[config.mk]
export PLATFORM = sky130hd
export DESIGN_NAME = ext_irq_ctrl
export DESIGN_NICKNAME = d
export VERILOG_FILES = /design/src/rtl/ext_irq_pkg.sv /design/src/rtl/irq_pin_sync.sv /design/src/rtl/irq_detect.sv /design/src/rtl/irq_req_latch.sv /design/src/rtl/ext_irq_ctrl.sv
export SDC_FILE = /design/constraint.sdc
export NUM_CORES = 1
export LEC_CHECK = 0
export ABC_AREA = 1
export BUFFER_PORTS_ARGS = -buffer_cell sky130_fd_sc_hd__clkbuf_2
export CELL_PAD_IN_SITES_DETAIL_PLACEMENT = 1
export CELL_PAD_IN_SITES_GLOBAL_PLACEMENT = 1
export CORE_UTILIZATION = 24
export CTS_CLUSTER_SIZE = 12
export DETAILED_ROUTE_END_ITERATION = 8
export GPL_TIMING_DRIVEN = 0
export PLACE_DENSITY = 0.89
export SETUP_SLACK_MARGIN = 0.2
export SKIP_CTS_REPAIR_TIMING = 1
export SLEW_MARGIN = 20
export SYNTH_ARGS = -nofsm -noshare
export SYNTH_HDL_FRONTEND = slang
export SYNTH_SLANG_ARGS = --single-unit
[constraint.sdc]
create_clock -name clk -period 1.2 [get_ports clk]
set_input_delay 0.18 -clock clk [delete_from_list [all_inputs] [get_ports clk]]
set_output_delay 0.18 -clock clk [all_outputs]
set_load 0.005 [all_outputs]
[src/rtl/ext_irq_pkg.sv]
package ext_irq_pkg;
   // Field positions inside the status and control register
   localparam int unsigned BIT_RISE = 0;
   localparam int unsigned BIT_LVL  = 1;
   localparam int unsigned BIT_MASK = 2;
   localparam int unsigned BIT_REQ  = 6;

   typedef struct packed {
      logic mask;   // 1: output gated off
      logic lvl;    // 1: edge plus level
      logic rise;   // 1: rising edge / high level active
   } irq_ctrl_t;
endpackage

[src/rtl/irq_pin_sync.sv]
module irq_pin_sync #(
   parameter int unsigned STAGES = 2
) (
   input  logic clk,
   input  logic rst_n,
   input  logic d_i,
   output logic q_o
);
   generate
      if (STAGES < 2) begin : g_bad_stages
         $error("irq_pin_sync: STAGES must be at least 2");
      end
   endgenerate

   logic [STAGES-1:0] chain_q;

   always_ff @(posedge clk) begin
      if (!rst_n) chain_q[0] <= 1'b0;
      else        chain_q[0] <= d_i;
   end

   generate
      for (genvar s = 1; s < STAGES; s++) begin : g_stage
         always_ff @(posedge clk) begin
            if (!rst_n) chain_q[s] <= 1'b0;
            else        chain_q[s] <= chain_q[s-1];
         end
      end
   endgenerate

   assign q_o = chain_q[STAGES-1];
endmodule

[src/rtl/irq_detect.sv]
module irq_detect
   import ext_irq_pkg::*;
(
   input  logic      clk,
   input  logic      rst_n,
   input  logic      sync_i,
   input  irq_ctrl_t ctrl_i,
   output logic      set_o
);
   logic prev_q;
   logic edge_hit;
   logic lvl_hit;

   always_ff @(posedge clk) begin
      if (!rst_n) prev_q <= 1'b0;
      else        prev_q <= sync_i;
   end

   always_comb begin
      if (ctrl_i.rise) begin
         edge_hit = sync_i & ~prev_q;
         lvl_hit  = sync_i;
      end else begin
         edge_hit = ~sync_i & prev_q;
         lvl_hit  = ~sync_i;
      end
   end

   assign set_o = edge_hit | (ctrl_i.lvl & lvl_hit);

   // an edge is only reported when the synchronized pin actually moved
   assert_edge_moves_R4: assert property (@(posedge clk) disable iff (!rst_n)
      edge_hit |-> (sync_i != $past(sync_i)));
endmodule

[src/rtl/irq_req_latch.sv]
module irq_req_latch (
   input  logic clk,
   input  logic rst_n,
   input  logic set_i,
   input  logic clr_i,
   output logic req_o
);
   logic req_q;

   always_ff @(posedge clk) begin
      if (!rst_n)     req_q <= 1'b0;
      else if (set_i) req_q <= 1'b1;
      else if (clr_i) req_q <= 1'b0;
   end

   assign req_o = req_q;

   assert_set_wins_R10: assert property (@(posedge clk) disable iff (!rst_n)
      set_i |=> req_q);
   assert_clear_R9: assert property (@(posedge clk) disable iff (!rst_n)
      (clr_i && !set_i) |=> !req_q);
   assert_hold_R8: assert property (@(posedge clk) disable iff (!rst_n)
      (!set_i && !clr_i) |=> $stable(req_q));
endmodule

[src/rtl/ext_irq_ctrl.sv]
module ext_irq_ctrl
   import ext_irq_pkg::*;
#(
   parameter int unsigned ADDR_W      = 8,
   parameter int unsigned DATA_W      = 8,
   parameter int unsigned REG_ADDR    = 'h0F,
   parameter int unsigned SYNC_STAGES = 2
) (
   input  logic              clk,
   input  logic              rst_n,
   input  logic              pin_i,
   input  logic [ADDR_W-1:0] bus_addr_i,
   input  logic              bus_wr_i,
   input  logic [DATA_W-1:0] bus_wdata_i,
   output logic [DATA_W-1:0] bus_rdata_o,
   input  logic              vec_ack_i,
   output logic              irq_o
);
   localparam logic [ADDR_W-1:0] SEL_ADDR = ADDR_W'(REG_ADDR);

   generate
      if (DATA_W < 8) begin : g_bad_width
         $error("ext_irq_ctrl: DATA_W must be at least 8");
      end
      if (ADDR_W < 32 && REG_ADDR >= (1 << ADDR_W)) begin : g_bad_addr
         $error("ext_irq_ctrl: REG_ADDR does not fit in ADDR_W");
      end
   endgenerate

   irq_ctrl_t ctrl_q;
   logic      sel;
   logic      wr_hit;
   logic      sw_ack;
   logic      pin_sync;
   logic      set;
   logic      req;
   logic      unused_wdata;

   assign sel    = (bus_addr_i == SEL_ADDR);
   assign wr_hit = bus_wr_i & sel;
   assign sw_ack = wr_hit & bus_wdata_i[BIT_REQ];
   assign unused_wdata = ^bus_wdata_i;

   always_ff @(posedge clk) begin
      if (!rst_n) begin
         ctrl_q <= '0;
      end else if (wr_hit) begin
         ctrl_q.mask <= bus_wdata_i[BIT_MASK];
         ctrl_q.lvl  <= bus_wdata_i[BIT_LVL];
         ctrl_q.rise <= bus_wdata_i[BIT_RISE];
      end
   end

   irq_pin_sync #(.STAGES(SYNC_STAGES)) u_sync (
      .clk   (clk),
      .rst_n (rst_n),
      .d_i   (pin_i),
      .q_o   (pin_sync)
   );

   irq_detect u_detect (
      .clk    (clk),
      .rst_n  (rst_n),
      .sync_i (pin_sync),
      .ctrl_i (ctrl_q),
      .set_o  (set)
   );

   irq_req_latch u_latch (
      .clk   (clk),
      .rst_n (rst_n),
      .set_i (set),
      .clr_i (vec_ack_i | sw_ack),
      .req_o (req)
   );

   always_comb begin
      bus_rdata_o = '0;
      if (sel) begin
         bus_rdata_o[BIT_REQ]  = req;
         bus_rdata_o[BIT_MASK] = ctrl_q.mask;
         bus_rdata_o[BIT_LVL]  = ctrl_q.lvl;
         bus_rdata_o[BIT_RISE] = ctrl_q.rise;
      end
   end

   assign irq_o = req & ~ctrl_q.mask;

   // a register write takes effect in the following cycle
   assert_ctrl_write_R3: assert property (@(posedge clk) disable iff (!rst_n)
      wr_hit |=> (ctrl_q.mask == $past(bus_wdata_i[BIT_MASK])));
endmodule

Word level (Yosys, flattened, before mapping)
Cells that the tools add are included.

word-level totals
  flip-flop bits (word level) = 7
  output and inout bits = 9

operators by class
  eq/ne operators = 1
  multiplexer cells = 6
  bitwise gates (word level) = 11
  reduce and logical (&&, ||, !) cells = 1

operators with widths
  cell                                                 number
  equality test 8 x 4 -> 1 bit, second input constant  1
  bitwise AND 1 bit                                    6
  two-way mux 1 bit                                    5
  two-way mux 3 bit                                    1
  inverter 1 bit                                       3
  bitwise OR 1 bit                                     2
  nonzero test 2 bit                                   1

Longest topological paths before layout
Gate-level depths: netlist of the first run.

  depth after elaboration = 6
  mapped depth = 7
  depth with buffers taken out = 7

Modules after synthesis
Synthesis of the first run repeated with hierarchy kept, for this count alone.

unflattened totals
  cells, all modules = 74
  area total of the unflattened synthesis = 434.2 um2

modules (own cells, without submodules)
  module         seq. area each (um2)  area each (um2)  times used  cells an instance
  ext_irq_ctrl   60.1                  270.3            1           49
  irq_detect     20.0                  65.1             1           13
  irq_pin_sync   40.0                  55.1             1           6
  irq_req_latch  20.0                  43.8             1           6

Least setup slack after synthesis of the first run
No wires, ideal clock.

  kind = input-to-output
  start = input bus_addr_i[4]
  end = output bus_rdata_o[0]
  required time = 1.020 ns
  stages = 5
  path slack = 0.399 ns
  data arrival time = 0.621 ns
  cell sequence = inv_1 -> nand2_1 -> nor2_2 -> nand2_1 -> nor2_1

on the way
  word-level cells in the longest chain between the ends = 2

RTL lines
  item                          RTL line            text
  start: declaration            ext_irq_ctrl.sv:12  input logic [ADDR_W-1:0] bus_addr_i,
  equality test 8 x 4 -> 1 bit  ext_irq_ctrl.sv:39  assign sel = (bus_addr_i == SEL_ADDR);
  two-way mux 3 bit             ext_irq_ctrl.sv:79  if (sel) begin
  end: declaration              ext_irq_ctrl.sv:15  output logic [DATA_W-1:0] bus_rdata_o,

Every way passes these cells.

Worst setup path after layout of the first run
  start = input bus_addr_i[7]
  end = output bus_rdata_o[6]

on the way
  word-level cells in the longest chain between the ends = 2

RTL lines
  item                          RTL line
  equality test 8 x 4 -> 1 bit  ext_irq_ctrl.sv:39
  two-way mux 1 bit             ext_irq_ctrl.sv:79

Every way passes these cells.

==> results of run 1 <==
-- cell type report --
type                    count  area [um^2]
fillers                   191        795.8
plain buffers               4        30.03
repair buffers             22        118.9
well taps                  15        18.77
inverters                  13        48.80
multi-input cells          41        198.9
flip-flops and latches      7        145.1
clock buffers               4        26.28
-- cells in the mapped netlist --
library cell / instances
nor2_1: 13
inv_1: 13
nand2_1: 17
nor2_2: 2
o21ai_0: 1
nand3_1: 1
nand3_2: 1
buf_4: 4
dfxtp_1: 7
nand4_1: 1
a21oi_1: 1
conb_1: 1
-- layer usage --
| metal | wire (um) | up-vias |
|---|---|---|
| met5 | 0 | - |
| met4 | 0 | 0 |
| met3 | 43 | 0 |
| met2 | 621 | 10 |
| met1 | 429 | 209 |
| li1 | - | 231 |
-- power breakdown --
group | internal (mW) | total (mW) | switching [mW]
Sequential | 0.238 | 0.240 | 0.00245
Clock | 0.127 | 0.213 | 0.0860
Combinational | 0.0382 | 0.0721 | 0.0339
-- worst min path at each step --
stage          cells past startpoint           endpoint  slack, ns   from
2_1_floorplan                      2  u_sync.chain_q[0]       0.27  rst_n
3_3_place_gp                       3  u_sync.chain_q[0]       0.36  pin_i
3_5_place_dp                       3  u_sync.chain_q[0]       0.37  pin_i
4_1_cts                            3  u_sync.chain_q[0]       0.11  pin_i
5_1_grt                            3  u_sync.chain_q[0]       0.13  pin_i
6_report                           3  u_sync.chain_q[0]       0.12  pin_i
-- worst min-delay path, delay by kind of cell --
kind | cells | cell delay, ns
buf+inv | 2 | 0.11
simple gates | 1 | 0.04
-- flip-flops by register name, indices dropped and copies added (netlist names) --
| register | count |
|---|---|
| ctrl_q | 3 |
| u_detect.prev_q | 1 |
| u_latch.req_o | 1 |
| u_sync.chain_q | 1 |
| u_sync.q_o | 1 |
-- cell usage in the layout (no fill, tap or decap), types with 3 or more instances in the layout --
cell / synthesis / routed
conb_1: 1 / 4
dfxtp_2: 0 / 4
buf_4: 4 / 5
clkbuf_4: 0 / 3
clkbuf_2: 0 / 15
buf_2: 0 / 5
inv_1: 13 / 6
inv_2: 0 / 7
nor2_1: 13 / 12
nand2_2: 0 / 3
nand2_1: 17 / 13
dfxtp_1: 7 / 3
-- through the flow --
stage                     cell area, um^2  power (mW)  utilization [%]
final                               586.8      0.5254            42.44
after floorplan                     390.4      0.2727                -
after CTS                           540.5      0.5250            39.10
after detailed placement            514.2      0.3055            37.19
after global routing                586.8      0.5561            42.44
after global placement              514.2      0.3023            37.19
-- cell families (layout without fill, tap and decap cells) --
| kind of cell | count (synthesis) | after routing | share of synthesized area (%) |
|---|---|---|---|
| simple gates | 35 | 35 | 38.61 |
| buf+inv | 17 | 43 | 20.79 |
| flops | 7 | 7 | 36.96 |
| compound gates | 2 | 2 | 2.638 |
| other cells | 1 | 4 | 0.9891 |
==> run_results.csv, run 1 <==
group,metric,value,unit
place,io_buffers,21,
setup_path,path_cells,"buf_6, inv_2, nand2_2, nor2_4, nand2_4, nor2_1, buf_2",
die,start_util,27.42,%
sta,fmax,943.8,MHz
place,dp_slack,0.1339,ns
clocking,path_clk_slew,0.05,ns
setup_path,r2r-start,"ctrl_q[0]",
setup_path,arrival,0.88,ns
global_route,grt_use_met3,1.739,%
die,chipHeight,41.75,um
setup_path,critPathMaxStageDelay,0.15,ns
setup_path,end_kind,"output pin",
global_route,grt_max_degree,8,
layout,layout.cells.non_filler,106,
synthesis,ys_ff_latch,7,
global_route,met1_usage,12.14,%
layout,area.growth.synth_to_final,54.79,%
run_status,status,"finished, final reports clean",
die,core-area,0.001383,mm^2
place,dp_hpwl,838.9,um
detailed_routing,vias,450,
setup_path,critPathRequiredTime,1.02,ns
global_route,grt_antenna_before_repair,0,
power_and_ir_drop,power_density,895.4,mW/mm^2
setup_path,reg2reg_to,"u_latch.req_o",
place,placed_cells,101,
power_and_ir_drop,peakVddDrop,0.4670,mV
global_route,grt_overflow,0,
worst_hold_path,hold_path_class,"in -> reg",
sta,fin_tns_setup,0,ns
synthesis,synthCells,62,
clocking,cts_made_buffers,3,
global_route,grt-busiest-layer,"met2",
clocking,clock_latency,0.25,ns
synthesis,yosysTopAreaCell,"dfxtp_1",
die,rows,13,
synthesis,seq_area_frac_synth,36.96,%
setup_path,critPathLaunchType,"input port",
synthesis,syn_area,379.1,um^2
sta,skew,0.009182,ns
global_route,use_met2,24.69,%
global_route,grt_pass1_wl,1697,um
setup_path,rrSetupSlack,0.28,ns
clocking,htree_levels,1,
setup_path,crit_buf_inv,3,
setup_path,reg2regPathDepth,6,
global_route,track_usage,12.39,%
detailed_routing,final_antenna_net_count,0,
setup_path,critical_path_depth,7,
sta,rsz0062_at_grt,"yes",
power_and_ir_drop,power.leakage,0.3593,nW
setup_path,worstSetupEndpoint,"bus_rdata_o[6]",
detailed_routing,viasPerCell,4.245,
sta,post-route-period-util,88.30,%
setup_path,crit_start,"bus_addr_i[7]",
layout,antenna_cells,0,
synthesis,synth_area_leaders,"dfxtp_1 (37%), nand2_1 (17%), inv_1 (13%)",
detailed_routing,dr.pass1.iters,2,
setup_path,critPathKind,"in -> out",
sta,period_minus_slack,1.060,ns
sta,hold_violations,0,
layout,drive_gt1_share,52.75,%
synthesis,yosysWarnings,0,
synthesis,yosysUniqueCellTypes,12,
die,io_pins,30,
sta,final-max-slew-violation-count,0,
setup_path,worst-path-max-fanout,4,
setup_path,cpLargestDelayFamily,"simple AND/OR/NAND/NOR gates",
detailed_routing,post_drt_wl_per_cell,10.32,um
die,fp.dieW,41.75,um
sta,finalSetupViolCount,0,
clocking,cts_buffer_depth,2,
synthesis,syn_area_per_cell,6.115,um^2
synthesis,synth_top_area_share,36.96,%
clocking,cts_root_buffer,"clkbuf_4",
die,die-area,0.001743,mm^2
setup_path,worst_path_max_delay_cell,"nor2_4",
sta,whs,0.1202,ns
clocking,cts_tree,"yes",
global_route,grt_pass1_vias,433,
place,gp_congestion,0.7015,
clocking,clkSinkCount,7,
flow_run,maxCapViolations,0,
detailed_routing,wirelength,1094,um
sta,fin_ws,0.1404,ns
detailed_routing,drt_iter0_drc,2,
detailed_routing,drc,0,
layout,fin_nets,113,
No activity file was read; power rests on OpenSTA's default activity.
==> run 2: changes to the inputs <==
--- a/config.mk
+++ b/config.mk
@@ -5,15 +5,15 @@
 export SDC_FILE = /design/constraint.sdc
 export NUM_CORES = 1
 export LEC_CHECK = 0
-export ABC_AREA = 1
+export ABC_CLOCK_PERIOD_IN_PS = 1200
 export BUFFER_PORTS_ARGS = -buffer_cell sky130_fd_sc_hd__clkbuf_2
 export CELL_PAD_IN_SITES_DETAIL_PLACEMENT = 1
 export CELL_PAD_IN_SITES_GLOBAL_PLACEMENT = 1
-export CORE_UTILIZATION = 24
+export CORE_UTILIZATION = 27
 export CTS_CLUSTER_SIZE = 12
 export DETAILED_ROUTE_END_ITERATION = 8
 export GPL_TIMING_DRIVEN = 0
-export PLACE_DENSITY = 0.89
+export PLACE_DENSITY = 0.88
 export SETUP_SLACK_MARGIN = 0.2
 export SKIP_CTS_REPAIR_TIMING = 1
 export SLEW_MARGIN = 20
==> run_results.csv, run 2 <==
group,metric,value,unit
clocking,htree_levels,1,
setup_path,worst_path_max_delay_cell,"nor4_4",
synthesis,syn_area_per_cell,9.213,um^2
detailed_routing,vias,375,
place,dp_slack,-0.1156,ns
layout,area.growth.synth_to_final,58.64,%
detailed_routing,drc,0,
setup_path,reg2regPathDepth,3,
die,die-area,0.001661,mm^2
detailed_routing,dr.pass1.iters,2,
sta,period_minus_slack,1.199,ns
sta,fin_ws,0.001246,ns
layout,layout.cells.non_filler,88,
global_route,grt_pass1_wl,1559,um
clocking,path_clk_slew,0.05,ns
detailed_routing,post_drt_wl_per_cell,11.70,um
global_route,grt_max_degree,11,
detailed_routing,viasPerCell,4.261,
synthesis,yosysWarnings,0,
detailed_routing,drt_iter0_drc,10,
die,io_pins,30,
sta,final-max-slew-violation-count,0,
setup_path,r2r-start,"u_detect.prev_q",
sta,finalSetupViolCount,0,
synthesis,synthArstFlopShare,0,%
detailed_routing,wirelength,1030,um
layout,drive_gt1_share,58.90,%
setup_path,reg2reg_to,"u_latch.req_o",
flow_run,maxCapViolations,0,
clocking,cts_buffer_depth,2,
layout,final_common_cell,"clkbuf_2",
synthesis,syn_area,405.4,um^2
detailed_routing,final_antenna_net_count,0,
worst_hold_path,hold_start,"pin_i",
global_route,grt_overflow,0,
die,chipHeight,40.75,um
synthesis,dominantRegCellSynth,"dfxtp_1",
synthesis,synthXorXnorAreaFrac,0,%
synthesis,synth-compound-area-share,8.951,%
synthesis,ys_top_cells_by_count,"nand2_1 (8), and2_1 (7), dfxtp_1 (7)",
power_and_ir_drop,peakVddDrop,0.7804,mV
setup_path,cpLargestDelayFamily,"simple AND/OR/NAND/NOR gates",
sta,rsz0062_at_grt,"yes",
synthesis,synth_fa_ha_area_share,0,%
synthesis,synth_top_family_by_area,"simple AND/OR/NAND/NOR gates",
die,rows,13,
power_and_ir_drop,power.leakage,0.2986,nW
run_status,status,"finished, final reports clean",
setup_path,path_cells,"buf_6, nand4bb_4, nor4_4, and2_1, buf_2",
clocking,cts_made_buffers,3,
setup_path,critPathKind,"in -> out",
global_route,track_usage,14.25,%
worst_hold_path,min_path_cells,2,
place,dp_hpwl,792.4,um
synthesis,synth_top_area_share,34.57,%
layout,fin_nets,95,
worst_hold_path,whs_endpoint,"u_sync.chain_q[0]",
worst_hold_path,hold_path_class,"in -> reg",
synthesis,yosysTopAreaCell,"dfxtp_1",
power_and_ir_drop,power_density,820.5,mW/mm^2
clocking,cts_tree,"yes",
synthesis,synth_area_leaders,"dfxtp_1 (35%), and2_1 (11%), mux2i_1 (7.4%)",
synthesis,synth.area.mux_share,7.407,%
die,fp.dieW,40.75,um
place,gp_congestion,0.6787,
setup_path,end_kind,"output pin",
synthesis,yosysUniqueCellTypes,18,
synthesis,ys_ff_latch,7,
layout,regMostFlops,"ctrl_q",
global_route,grt_pass1_vias,415,
clocking,clock_latency,0.24,ns
setup_path,crit_buf_inv,2,
sta,post-route-period-util,99.90,%
global_route,grt_antenna_before_repair,0,
setup_path,arrival,1.02,ns
synthesis,synthCells,44,
die,start_util,30.03,%
die,core-area,0.001350,mm^2
setup_path,critPathMaxStageDelay,0.26,ns
place,placed_cells,82,
clocking,cts_root_buffer,"clkbuf_4",
synthesis,yosysMostFrequentCell,"nand2_1",
setup_path,worst-path-max-fanout,4,
sta,fmax,834.2,MHz
sta,hold_violations,0,
setup_path,critPathLaunchType,"input port",
layout,largest_reg_flops,3,
synthesis,synthSimpleGateAreaFrac,37.96,%
power_and_ir_drop,power,527.7,uW
synthesis,synth-edff-count,0,
layout,final_cell_mix,"clkbuf_2 (15), nand2_1 (8), and2_1 (7), buf_4 (6)",
clocking,clkSinkCount,7,
layout,antenna_cells,0,
setup_path,critPathRequiredTime,1.02,ns
synthesis,seq_area_frac_synth,34.57,%
setup_path,rrSetupSlack,0.18,ns
sta,skew,0.008922,ns
place,io_buffers,20,
[run 2: changes by cell type after synthesis, sizes merged, moves of 2 or more]
cell / change
mux2i: +3
nor2b: +2
and2: +7
nand3: -2
nor2: -14
inv: -11
nand2: -9
[run 2: metrics by stage]
step	TNS [ns]	util [%]	instance area, um^2	hold WS, ns
after global placement	-0.2995	40.13	541.8	0.3867
after CTS	-0.3980	42.08	568.0	0.1451
after global routing	-0.2715	47.64	643.1	0.1596
after floorplan	0	-	422.9	0.3073
after detailed placement	-0.5747	40.13	541.8	0.3937
final	0	47.64	643.1	0.1481
[run 2: layout make-up]
type,count,area [um^2]
fill,176,706.9
multi-input combinational,33,282.8
sequential,7,152.6
timing repair buffer,22,121.4
buffer,5,33.78
clock buffer,4,26.28
tap,15,18.77
inverter,2,7.507
[run 2: cells by family after synthesis]
logic type	count (synthesis)
simple gates	22
flops	7
buf+inv	7
compound gates	4
mux	3
other cells	1
[run 2: power breakdown]
group | internal (mW) | switching, mW | total, mW
logic | 0.0488 | 0.0335 | 0.0823
clock network | 0.127 | 0.0821 | 0.209
registers | 0.234 | 0.00289 | 0.237
total | 0.409 | 0.118 | 0.528
[run 2: worst register-to-register path: cells and delay by family, from the launching register on]
| family | cells | cell delay [ns] |
|---|---|---|
| flops | 1 | 0.33 |
| simple gates | 1 | 0.13 |
| compound gates | 2 | 0.49 |
[run 2: how the worst max path moves through the flow]
stage,from,to,slack (ns),depth (start not counted)
2_1_floorplan,bus_addr_i[4],ctrl_q[0],0.15,3
3_3_place_gp,bus_addr_i[4],bus_rdata_o[0],-0.08,5
3_5_place_dp,bus_addr_i[4],bus_rdata_o[0],-0.12,5
4_1_cts,bus_addr_i[4],bus_rdata_o[0],-0.12,5
5_1_grt,bus_addr_i[4],bus_rdata_o[1],-0.07,5
6_report,bus_addr_i[4],bus_rdata_o[0],0.001,5
[run 2: metal layers]
layer | share of wire, % | track usage [%]
met1 | 37 | 10.86
met3 | 5.5 | 5.435
met4 | 0 | 1.667
met5 | 0 | 0
met2 | 58 | 32.14
==> run 3: changes to the inputs <==
--- a/config.mk
+++ b/config.mk
@@ -9,6 +9,7 @@
 export BUFFER_PORTS_ARGS = -buffer_cell sky130_fd_sc_hd__clkbuf_2
 export CELL_PAD_IN_SITES_DETAIL_PLACEMENT = 1
 export CELL_PAD_IN_SITES_GLOBAL_PLACEMENT = 1
+export CORE_ASPECT_RATIO = 0.9
 export CORE_UTILIZATION = 27
 export CTS_CLUSTER_SIZE = 12
 export DETAILED_ROUTE_END_ITERATION = 8
==> run_results.csv, run 3 (synthesis results as in run 2) <==
group,metric,value,unit
run_status,status,"finished, violations left",
run_status,violations,"setup timing",
setup_path,r2r-start,"u_detect.prev_q",
die,io_pins,30,
setup_path,arrival,1.03,ns
detailed_routing,drc,0,
die,fp.dieW,42.85,um
layout,antenna_cells,0,
clocking,cts_made_buffers,3,
global_route,grt_antenna_before_repair,0,
setup_path,reg2regPathDepth,3,
place,gp_congestion,0.6871,
place,io_buffers,20,
place,placed_cells,81,
setup_path,critPathKind,"in -> out",
detailed_routing,post_drt_wl_per_cell,11.34,um
worst_hold_path,min_path_cells,2,
power_and_ir_drop,peakVddDrop,0.6910,mV
clocking,clkSinkCount,7,
setup_path,critPathRequiredTime,1.02,ns
global_route,grt_max_degree,11,
detailed_routing,vias,403,
worst_hold_path,hold_start,"pin_i",
global_route,grt_pass1_vias,384,
worst_hold_path,hold_path_class,"in -> reg",
layout,area.growth.synth_to_final,61.42,%
die,die-area,0.001661,mm^2
layout,fin_nets,97,
layout,drive_gt1_share,57.33,%
setup_path,worst-path-max-fanout,4,
worst_hold_path,whs_endpoint,"u_sync.chain_q[0]",
global_route,grt_overflow,0,
detailed_routing,drt_iter0_drc,0,
setup_path,critPathLaunchType,"input port",
sta,rsz0062_at_grt,"yes",
clocking,htree_levels,1,
global_route,track_usage,13.25,%
clocking,cts_buffer_depth,2,
layout,final_cell_mix,"clkbuf_2 (18), nand2_1 (8), and2_1 (7), buf_4 (7), conb_1 (4)",
detailed_routing,wirelength,1009,um
sta,whs,0.1365,ns
die,core-area,0.001306,mm^2
clocking,cts_tree,"yes",
die,start_util,31.03,%
layout,fin_util,50.10,%
setup_path,rrSetupSlack,0.18,ns
sta,fin_tns_setup,-0.02615,ns
detailed_routing,final_antenna_net_count,0,
setup_path,end_kind,"output pin",
clocking,clock_latency,0.25,ns
layout,layout.cells.non_filler,89,
global_route,grt_pass1_wl,1531,um
sta,finalSetupViolCount,4,
sta,fin_ws,-0.008684,ns
layout,regMostFlops,"ctrl_q",
place,dp_hpwl,766.8,um
setup_path,reg2reg_to,"u_latch.req_o",
layout,final_common_cell,"clkbuf_2",
layout,final.fill_count,170,
flow_run,maxCapViolations,0,
sta,fmax,827.3,MHz
power_and_ir_drop,power.leakage,0.3076,nW
die,rows,12,
die,chipHeight,38.76,um
sta,period_minus_slack,1.209,ns
clocking,path_clk_slew,0.05,ns
power_and_ir_drop,power_density,808.2,mW/mm^2
layout,largest_reg_flops,3,
sta,skew,0.001026,ns
detailed_routing,viasPerCell,4.528,
detailed_routing,dr.pass1.iters,1,
power_and_ir_drop,power,528.9,uW
sta,post-route-period-util,100.7,%
sta,hold_violations,0,
clocking,cts_root_buffer,"clkbuf_4",
sta,final-max-slew-violation-count,0,
run 3: cell count changes in the layout (fill, tap and decap cells not counted), sizes merged:
cell / before / now
clkbuf: 20 / 23
buf: 11 / 10
run 3: per-stage QoR:
| step | setup WS, ns | instance area, um^2 |
|---|---|---|
| floorplan | 0.1451 | 422.9 |
| global placement | -0.05842 | 540.5 |
| detailed placement | -0.09105 | 540.5 |
| CTS | -0.09184 | 566.8 |
| global route | -0.09269 | 654.4 |
| finish | -0.008684 | 654.4 |
run 3: where the power goes:
| group | switching, mW | total (mW) | internal, mW | leakage [nW] |
|---|---|---|---|---|
| clock | 0.0824 | 0.209 | 0.127 | 0.0150 |
| combinational | 0.0344 | 0.0835 | 0.0492 | 0.233 |
| sequential | 0.00250 | 0.236 | 0.234 | 0.0599 |
run 3: worst max path at each step:
stage / from / end / slack, ns / depth (start not counted)
6_report: bus_addr_i[4] / bus_rdata_o[1] / -0.009 / 5
5_1_grt: bus_addr_i[4] / bus_rdata_o[0] / -0.09 / 5
4_1_cts: bus_addr_i[4] / bus_rdata_o[1] / -0.09 / 5
3_5_place_dp: bus_addr_i[4] / bus_rdata_o[1] / -0.09 / 5
3_3_place_gp: bus_addr_i[4] / bus_rdata_o[1] / -0.06 / 5
2_1_floorplan: bus_addr_i[4] / ctrl_q[0] / 0.15 / 3
run 3: cell type report:
| type | instances | area [um^2] | area share [%] |
|---|---|---|---|
| Buffer | 5 | 33.78 | 5.163 |
| Clock buffer | 4 | 26.28 | 4.015 |
| Inverter | 2 | 7.507 | 1.147 |
| Multi-Input combinational cell | 33 | 284.0 | 43.40 |
| Sequential cell | 7 | 151.4 | 23.14 |
| Tap cell | 14 | 17.52 | 2.677 |
| Timing Repair Buffer | 24 | 133.9 | 20.46 |
run 3: routing by layer:
layer,global-route usage [%],routed length [um],vias up
met4,6.250,0,0
met2,24.24,515,15
met1,12.01,423,185
li1,-,-,203
met3,7.477,71,0
met5,0,0,-
run 3: critical path, cell delays in order:
cell	delay, ns
clkbuf_2	0.08
nand4bb_4	0.23
nor4_4	0.27
and2_1	0.17
clkbuf_2	0.11
